**src/rtl/ipi_mbox_pkg.sv**
```systemverilog
package ipi_mbox_pkg;

    localparam int CORE_FIELD_W = 14;
    localparam int MSG_W        = 16;

    typedef struct packed {
        logic                    ack;
        logic                    send;
        logic [CORE_FIELD_W-1:0] target;
        logic [MSG_W-1:0]        msg;
    } cmd_word_t;

    typedef struct packed {
        logic                    rsvd;
        logic                    pend;
        logic [CORE_FIELD_W-1:0] src;
        logic [MSG_W-1:0]        msg;
    } inbox_word_t;

    function automatic inbox_word_t fresh_inbox(input logic [CORE_FIELD_W-1:0] s,
                                                input logic [MSG_W-1:0] m);
        inbox_word_t w;
        w.rsvd = 1'b0;
        w.pend = 1'b1;
        w.src  = s;
        w.msg  = m;
        return w;
    endfunction

endpackage

```
**src/rtl/ipi_cmd_decode.sv**
```systemverilog
module ipi_cmd_decode
    import ipi_mbox_pkg::*;
#(
    parameter int NUM_CORES = 4,
    parameter int ADDR_W    = 6
) (
    input  logic                    clk,
    input  logic                    rst,
    input  logic                    we,
    input  logic [ADDR_W-1:0]       addr,
    input  logic [31:0]             wdata,
    output logic [NUM_CORES-1:0]    ack_vec,
    output logic [NUM_CORES-1:0]    dlv_vec,
    output logic [CORE_FIELD_W-1:0] sender,
    output logic [MSG_W-1:0]        payload
);
    localparam int SEL_W = ADDR_W - 1;
    localparam logic [ADDR_W-1:0] TOP_ADDR = ADDR_W'(2 * NUM_CORES);

    cmd_word_t        cw;
    logic [SEL_W-1:0] core_sel;
    logic             hit_cmd;

    assign cw       = cmd_word_t'(wdata);
    assign core_sel = addr[ADDR_W-1:1];
    assign hit_cmd  = we && (addr < TOP_ADDR) && !addr[0];
    assign sender   = CORE_FIELD_W'(core_sel);
    assign payload  = cw.msg;

    always_comb begin
        for (int c = 0; c < NUM_CORES; c++) begin
            ack_vec[c] = hit_cmd && cw.ack  && (core_sel == SEL_W'(c));
            dlv_vec[c] = hit_cmd && cw.send && (cw.target == CORE_FIELD_W'(c));
        end
    end

    // a single command word selects at most one acknowledging core
    p_single_ack_r4: assert property (@(posedge clk) disable iff (rst)
        $onehot0(ack_vec));
    // out-of-range targets deliver nowhere
    p_no_stray_target_r5: assert property (@(posedge clk) disable iff (rst)
        (cw.target >= CORE_FIELD_W'(NUM_CORES)) |-> (dlv_vec == '0));
    // no strobes without an in-range write
    p_idle_bus_r10: assert property (@(posedge clk) disable iff (rst)
        (!we || addr >= TOP_ADDR) |-> (ack_vec == '0 && dlv_vec == '0));

endmodule

```
**src/rtl/ipi_inbox_slot.sv**
```systemverilog
module ipi_inbox_slot
    import ipi_mbox_pkg::*;
(
    input  logic                    clk,
    input  logic                    rst,
    input  logic                    ack,
    input  logic                    dlv,
    input  logic [CORE_FIELD_W-1:0] sender,
    input  logic [MSG_W-1:0]        payload,
    output inbox_word_t             inbox,
    output logic                    irq
);
    inbox_word_t box_q;

    always_ff @(posedge clk) begin
        if (rst) begin
            box_q <= '0;
        end else if (dlv) begin
            // delivery wins over a same-cycle acknowledge
            box_q <= fresh_inbox(sender, payload);
        end else if (ack) begin
            box_q.pend <= 1'b0;
        end
    end

    assign inbox = box_q;
    assign irq   = box_q.pend;

    p_deliver_latch_r2: assert property (@(posedge clk) disable iff (rst)
        dlv |=> (inbox.pend && inbox.src == $past(sender) && inbox.msg == $past(payload)));
    p_ack_clears_r4: assert property (@(posedge clk) disable iff (rst)
        (ack && !dlv) |=> !irq);
    p_hold_r10: assert property (@(posedge clk) disable iff (rst)
        (!ack && !dlv) |=> $stable(inbox));
    p_rsvd_zero_r1: assert property (@(posedge clk) disable iff (rst)
        !inbox.rsvd);

endmodule

```
**src/rtl/ipi_mailbox.sv**
```systemverilog
module ipi_mailbox
    import ipi_mbox_pkg::*;
#(
    parameter int NUM_CORES = 4,
    parameter int ADDR_W    = 6
) (
    input  logic                 clk,
    input  logic                 rst,
    input  logic [ADDR_W-1:0]    bus_addr,
    input  logic                 bus_we,
    input  logic [31:0]          bus_wdata,
    output logic [31:0]          bus_rdata,
    output logic [NUM_CORES-1:0] irq_out
);
    localparam int SEL_W = ADDR_W - 1;
    localparam logic [ADDR_W-1:0] TOP_ADDR = ADDR_W'(2 * NUM_CORES);

    logic [NUM_CORES-1:0]    ack_vec;
    logic [NUM_CORES-1:0]    dlv_vec;
    logic [CORE_FIELD_W-1:0] sender;
    logic [MSG_W-1:0]        payload;
    inbox_word_t             inbox [NUM_CORES];

    ipi_cmd_decode #(.NUM_CORES(NUM_CORES), .ADDR_W(ADDR_W)) u_decode (
        .clk     (clk),
        .rst     (rst),
        .we      (bus_we),
        .addr    (bus_addr),
        .wdata   (bus_wdata),
        .ack_vec (ack_vec),
        .dlv_vec (dlv_vec),
        .sender  (sender),
        .payload (payload)
    );

    for (genvar c = 0; c < NUM_CORES; c++) begin : g_slot
        ipi_inbox_slot u_slot (
            .clk     (clk),
            .rst     (rst),
            .ack     (ack_vec[c]),
            .dlv     (dlv_vec[c]),
            .sender  (sender),
            .payload (payload),
            .inbox   (inbox[c]),
            .irq     (irq_out[c])
        );
    end

    always_comb begin
        bus_rdata = '0;
        if (bus_addr < TOP_ADDR && bus_addr[0]) begin
            for (int c = 0; c < NUM_CORES; c++) begin
                if (bus_addr[ADDR_W-1:1] == SEL_W'(c)) bus_rdata = inbox[c];
            end
        end
    end

    // command words always read as zero
    p_cmd_read_zero_r8: assert property (@(posedge clk) disable iff (rst)
        (!bus_addr[0] || bus_addr >= TOP_ADDR) |-> (bus_rdata == '0));
    // reserved bit never reads back as one
    p_rdata_rsvd_r1: assert property (@(posedge clk) disable iff (rst)
        !bus_rdata[31]);

endmodule

```
**config.mk**
```make
export PLATFORM = sky130hd
export DESIGN_NAME = ipi_mailbox
export DESIGN_NICKNAME = d
export VERILOG_FILES = /design/src/rtl/ipi_mbox_pkg.sv /design/src/rtl/ipi_cmd_decode.sv /design/src/rtl/ipi_inbox_slot.sv /design/src/rtl/ipi_mailbox.sv
export SDC_FILE = /design/constraint.sdc
export NUM_CORES = 1
export LEC_CHECK = 0
export ABC_AREA = 1
export BUFFER_PORTS_ARGS = -buffer_cell sky130_fd_sc_hd__buf_4
export CAP_MARGIN = 40
export CORE_MARGIN = 1
export CORE_UTILIZATION = 50
export DETAILED_ROUTE_END_ITERATION = 10
export PLACE_DENSITY = 0.72
export REMOVE_ABC_BUFFERS = 1
export SYNTH_ARGS = -nofsm -noshare
export SYNTH_HDL_FRONTEND = slang
export SYNTH_SLANG_ARGS = --single-unit
```
**constraint.sdc**
```tcl
create_clock -name clk -period 1.6 [get_ports clk]
set_input_delay 0.32 -clock clk [delete_from_list [all_inputs] [get_ports clk]]
set_output_delay 0.32 -clock clk [all_outputs]
set_load 0.03 [all_outputs]
```
Word-level counts from Yosys, hierarchy flattened:

Cells that the tools add are included.

* register bits after elaboration: 88
* word-level logic and storage cells: 52

* reduce and logical (&&, ||, !) cells: 20
* muxes and demuxes: 13
* $lt $le $gt $ge: 1
* eq/ne operators: 6

Operators with widths (number)
* 2-to-1 mux 32 bit: 4
* 2-to-1 mux 31 bit: 1
* equality test 14 x 2 -> 1 bit, second input constant: 2
* equality test 14 x 1 -> 1 bit, second input constant: 1
* zero test 14 bit: 1
* logical AND 1 bit: 13
* equality test 5 x 2 -> 1 bit, second input constant: 2
* 2-to-1 mux 1 bit: 8
* nonzero test 2 bit: 4
* less-than comparator 6 x 4 -> 1 bit, second input constant: 1
* equality test 5 x 1 -> 1 bit, second input constant: 1
* zero test 5 bit: 1
* zero test 1 bit: 1

Longest topological paths before layout:

* word-level depth: 7
* gate-level depth with buffers: 10

Cells and area by module:

A second synthesis with hierarchy kept.

* cell total of the unflattened synthesis: 1034
* area total of the unflattened synthesis: 6672.6 µm²

Modules (own cells, without submodules)
* ipi_inbox_slot: times used 4, area an instance 1093.5 µm², cells an instance 138
* ipi_mailbox: times used 1, area an instance 1850.5 µm², cells an instance 404
* ipi_cmd_decode: times used 1, area an instance 447.9 µm², cells an instance 78

Worst setup path after synthesis:

OpenSTA, ideal clock, no wires.

* path type: in2out
* from: input bus_addr[5]
* to: output bus_rdata[18]
* stages on the path: 6
* path slack: -0.208 ns
* arrival: 1.488 ns
* path through: nor2_2 > nand2_2 > nor2_1 > clkbuf_1 > nand3_1 > nor2_1

* word-level cells in the longest chain between the ends: 6

Ends and longest elaborated chain
* start, declared: RTL line ipi_mailbox.sv:9 `input logic [ADDR_W-1:0] bus_addr,`
* zero test 5 bit: RTL line ipi_mailbox.sv:53 `if (bus_addr[ADDR_W-1:1] == SEL_W'(c)) bus_rdata = inbox[c];`
* 2-to-1 mux 31 bit: RTL line ipi_mailbox.sv:53
* 2-to-1 mux 32 bit (3 in series): RTL line ipi_mailbox.sv:53
* 2-to-1 mux 32 bit *: RTL line ipi_mailbox.sv:51 `if (bus_addr < TOP_ADDR && bus_addr[0]) begin`
* end, declared: RTL line ipi_mailbox.sv:12 `output logic [31:0] bus_rdata,`

Mark *: on every way between the ends. The rest lies on a longest branch, timed or not.

Worst setup path in the final report:

* from: input bus_addr[3]
* to: output bus_rdata[18]

The elaborated chain is that of the path after synthesis.

==> results.toml <==
[place]
place_congestion = 0.811
dp_hpwl_um = 8020
portBuffers = 66
dpl.cell_count = 929
dpl_cell_area_um2 = 5510

[worst_setup_path]
endpoint = "bus_rdata[18]"
worstReg2RegEnd = "g_slot[0].u_slot.irq$_SDFFE_PP0P_"
critical_path.reg2reg.startpoint = "g_slot[0].u_slot.irq$_SDFFE_PP0P_"
critical_path_cell_count = 10
crit_path_start = "bus_addr[3]"
cp_cell_sequence = "buf_12, nor2_4, nand2_4, buf_6, nor2_4, buf_12, clkbuf_16, nand3_2, nor2_1, buf_4"
cp_max_fo = 6
critical_path_arrival_ns = 1.54
critPathCaptureType = "output pin"
cp_bufs_invs = 5
worstSetupStartpointType = "primary input"
cp_slowest_stage_delay_ns = 0.18
cp_slowest_cell = "sky130_fd_sc_hd__buf_4"
required_time_at_the_endpoint_of_the_critical_path_ns = 1.28
critical_path_class = "primary input to output pin"
ff2ff_setup_slack_ns = 0.89
timing.reg2reg.worst_path_depth = 2
timing.critical_path.max_delay_family = "buffers and inverters"

[cells_and_area]
layout.filler_cells = 715
sequential_cell_area_um2 = 1760
fraction_of_final_layout_cells_with_drive_strength_greater_than_1_pct = 32.0
diodes = 0
flow.area_growth_from_synthesis_pct = 40.4
utilization_pct = 72.1
finish.net_count = 886
multi_input_logic_area_um2 = 2790
layout.cells.non_filler = 961
fin_area_um2 = 6640

[logic_synthesis]
yosys-top-cells-area = "sky130_fd_sc_hd__dfxtp_1 (37%), sky130_fd_sc_hd__nor2_1 (18%), sky130_fd_sc_hd__nand2_1 (10%)"
synthesis.area_um2 = 4730
ys_async_rst_share_pct = 0
netlist.area_leader.share_pct = 37.3
post_synth_inst_count = 759
post-synth-top-count-cell = "sky130_fd_sc_hd__nor2_1"
yosys_warnings = 0
synth_enable_flop_cells = 0
synth_largest_area_cell = "sky130_fd_sc_hd__dfxtp_1"
synth_seq_area_share_pct = 37.3
synth_cell_types = 27
synth_flop_cell = "sky130_fd_sc_hd__dfxtp_1"
ys_ff_latch = 88
synthTopCellsByCount = "sky130_fd_sc_hd__nor2_1 (224), sky130_fd_sc_hd__nand2_1 (129), sky130_fd_sc_hd__inv_1 (95)"
postSynthAreaPerCell_um2 = 6.23

[clock_network]
clock-sinks = 88
cts-hold-fix-buffers = 0
worstSkewPairLatency_ns = 0.37
cts_max_path_buffers = 2
clk_root_buffer_cell = "sky130_fd_sc_hd__clkbuf_8"
htree_num_levels = 3
cts.reportedPaths.clkPinSlew_ns = 0.10
tritoncts_clock_tree = "built"
tritoncts.num_buffers = 9

[floorplan]
die_area_um2 = 9850
floorplan.initialDensity_pct = 51.4
die_h_um = 99.2
pin_count = 77
design.core.area_um2 = 9200
floorplan.die.width_um = 99.2
num_rows = 35

[timing]
final-hold-violation-count = 0
setup_ws_ns = -0.264
post-route-period-util_pct = 116
final.min_clock_period_ns = 1.86
number_of_max_slew_violations_in_the_final_report = 0
grt_setup_unrepaired = "true"
finClkSkew_ns = 0
setup-violations-final = 22
fmax_mhz = 537

[pwr]
power.density_cell_area_nw_per_um2 = 653
cellLeakagePower_nw = 2.57
ir_worst_vdd_uv = 642
intPower_mw = 3.18
switching_power_total_mw = 1.15
switching_share_pct = 26.5
sequentialPowerShare_pct = 50.5
total_power_mw = 4.33
p_clk_share_pct = 38.4
combinationalPowerShare_pct = 11.1

[grt]
global_route.overflow_total = 0
largest_net_degree_at_the_start_of_global_routing = 72
grt_antenna_before_repair = 0
grt_first_pass_wirelength_um = 22300
grt_pass1_vias = 4667
gr-usage-all-layers_pct = 28.8

[hold_path]
min-delay-path-class = "primary input to flop"

[route]
vias_per_cell = 5.18
wirelength_per_cell_um = 15.0
detail_route.drc_violations = 0
drt_first_pass_iters = 5
drt_iter0_markers = 338
vias = 4974
totalWireLength_um = 14500
route.antenna.remaining_nets = 0

[outcome]
failing_checks = "setup timing"
outcome = "complete, but fails checks"

[job]
max_cap_viol_count = 0
[layout by cell type (no fill, tap or decap), types with 13 or more instances in the layout]
| cell | n |
|---|---|
| sky130_fd_sc_hd__nor2_1 | 191 |
| sky130_fd_sc_hd__nand2_1 | 108 |
| sky130_fd_sc_hd__inv_1 | 89 |
| sky130_fd_sc_hd__dfxtp_1 | 88 |
| sky130_fd_sc_hd__buf_4 | 68 |
| sky130_fd_sc_hd__nand3_1 | 62 |
| sky130_fd_sc_hd__nor2_2 | 29 |
| sky130_fd_sc_hd__buf_6 | 23 |
| sky130_fd_sc_hd__buf_12 | 19 |
| sky130_fd_sc_hd__nand3_2 | 18 |
| sky130_fd_sc_hd__nor3_1 | 16 |
| sky130_fd_sc_hd__nor2_4 | 15 |
| sky130_fd_sc_hd__nand2_4 | 14 |
| sky130_fd_sc_hd__nor3_2 | 13 |
[power groups by stage]
stage / Combinational [mW] / Clock, mW / Sequential, mW
2_1_floorplan: 0.197 / 0 / 2.24
3_3_place_gp: 0.362 / 0 / 2.24
3_5_place_dp: 0.370 / 0 / 2.24
4_1_cts: 0.439 / 1.68 / 2.19
5_1_grt: 0.515 / 1.79 / 2.19
6_report: 0.482 / 1.66 / 2.19
[registers in the layout, summed over array words and instances, names as in the netlist]
name	cells
g_slot.u_slot.irq	4
g_slot.u_slot.inbox	84
[worst register-to-register path, stage by stage, from the launching register on]
cell                      delay [ns]
sky130_fd_sc_hd__dfxtp_1        0.36
sky130_fd_sc_hd__o21ai_0        0.11
sky130_fd_sc_hd__a21oi_1        0.17
[kinds of logic after synthesis]
family	count (synthesis)	share of synthesized area [%]
compound gates	9	1.01
buf+inv	152	14.7
flops	88	37.3
other cells	1	0.0793
simple gates	509	47.0
[layout make-up]
type / instances / area share, %
sequential: 88 / 26.6
clock inverter: 6 / 1.11
multi-input combinational: 528 / 42.0
inverter: 99 / 5.71
timing repair buffer: 119 / 20.4
tap: 111 / 2.09
clock buffer: 10 / 2.07
[repair_timing]
action,4_1_cts,5_1_grt
pin swaps,12,39
setup endpoints to repair,22,22
setup buffers,8,2
resized for setup,93,84
cloned,6,2
[stage by stage]
| stage | TNS (ns) | setup WS, ns | hold WS (ns) |
|---|---|---|---|
| finish | -4.13 | -0.264 | 0.269 |
| global route | -4.93 | -0.260 | 0.268 |
| CTS | -3.00 | -0.170 | 0.247 |
| detailed placement | -7.22 | -0.261 | 0.442 |
| global placement | -5.66 | -0.250 | 0.435 |
| floorplan | -24.82 | -0.785 | 0.389 |
[layer usage]
metal	vias to the layer above	global-route usage (%)	share of wire, %
li1	2440	-	-
met1	2303	36.5	42
met2	199	49.3	50
met3	32	5.97	6.4
met4	0	8.60	2.1
met5	-	0	0
[worst min-delay path by stage]
| stage | from | to | slack [ns] | cells after the start |
|---|---|---|---|---|
| after floorplan | rst | g_slot[0].u_slot.irq$_SDFFE_PP0P_ | 0.39 | 1 |
| after global placement | g_slot[0].u_slot.inbox[18]$_SDFFE_PP0P_ | g_slot[0].u_slot.inbox[18]$_SDFFE_PP0P_ | 0.44 | 2 |
| after detailed placement | g_slot[3].u_slot.inbox[20]$_SDFFE_PP0P_ | g_slot[3].u_slot.inbox[20]$_SDFFE_PP0P_ | 0.44 | 2 |
| after CTS | rst | g_slot[3].u_slot.irq$_SDFFE_PP0P_ | 0.25 | 2 |
| after global routing | rst | g_slot[1].u_slot.inbox[18]$_SDFFE_PP0P_ | 0.27 | 2 |
| final | rst | g_slot[1].u_slot.inbox[19]$_SDFFE_PP0P_ | 0.27 | 2 |
No activity file was read; power rests on OpenSTA's default activity.
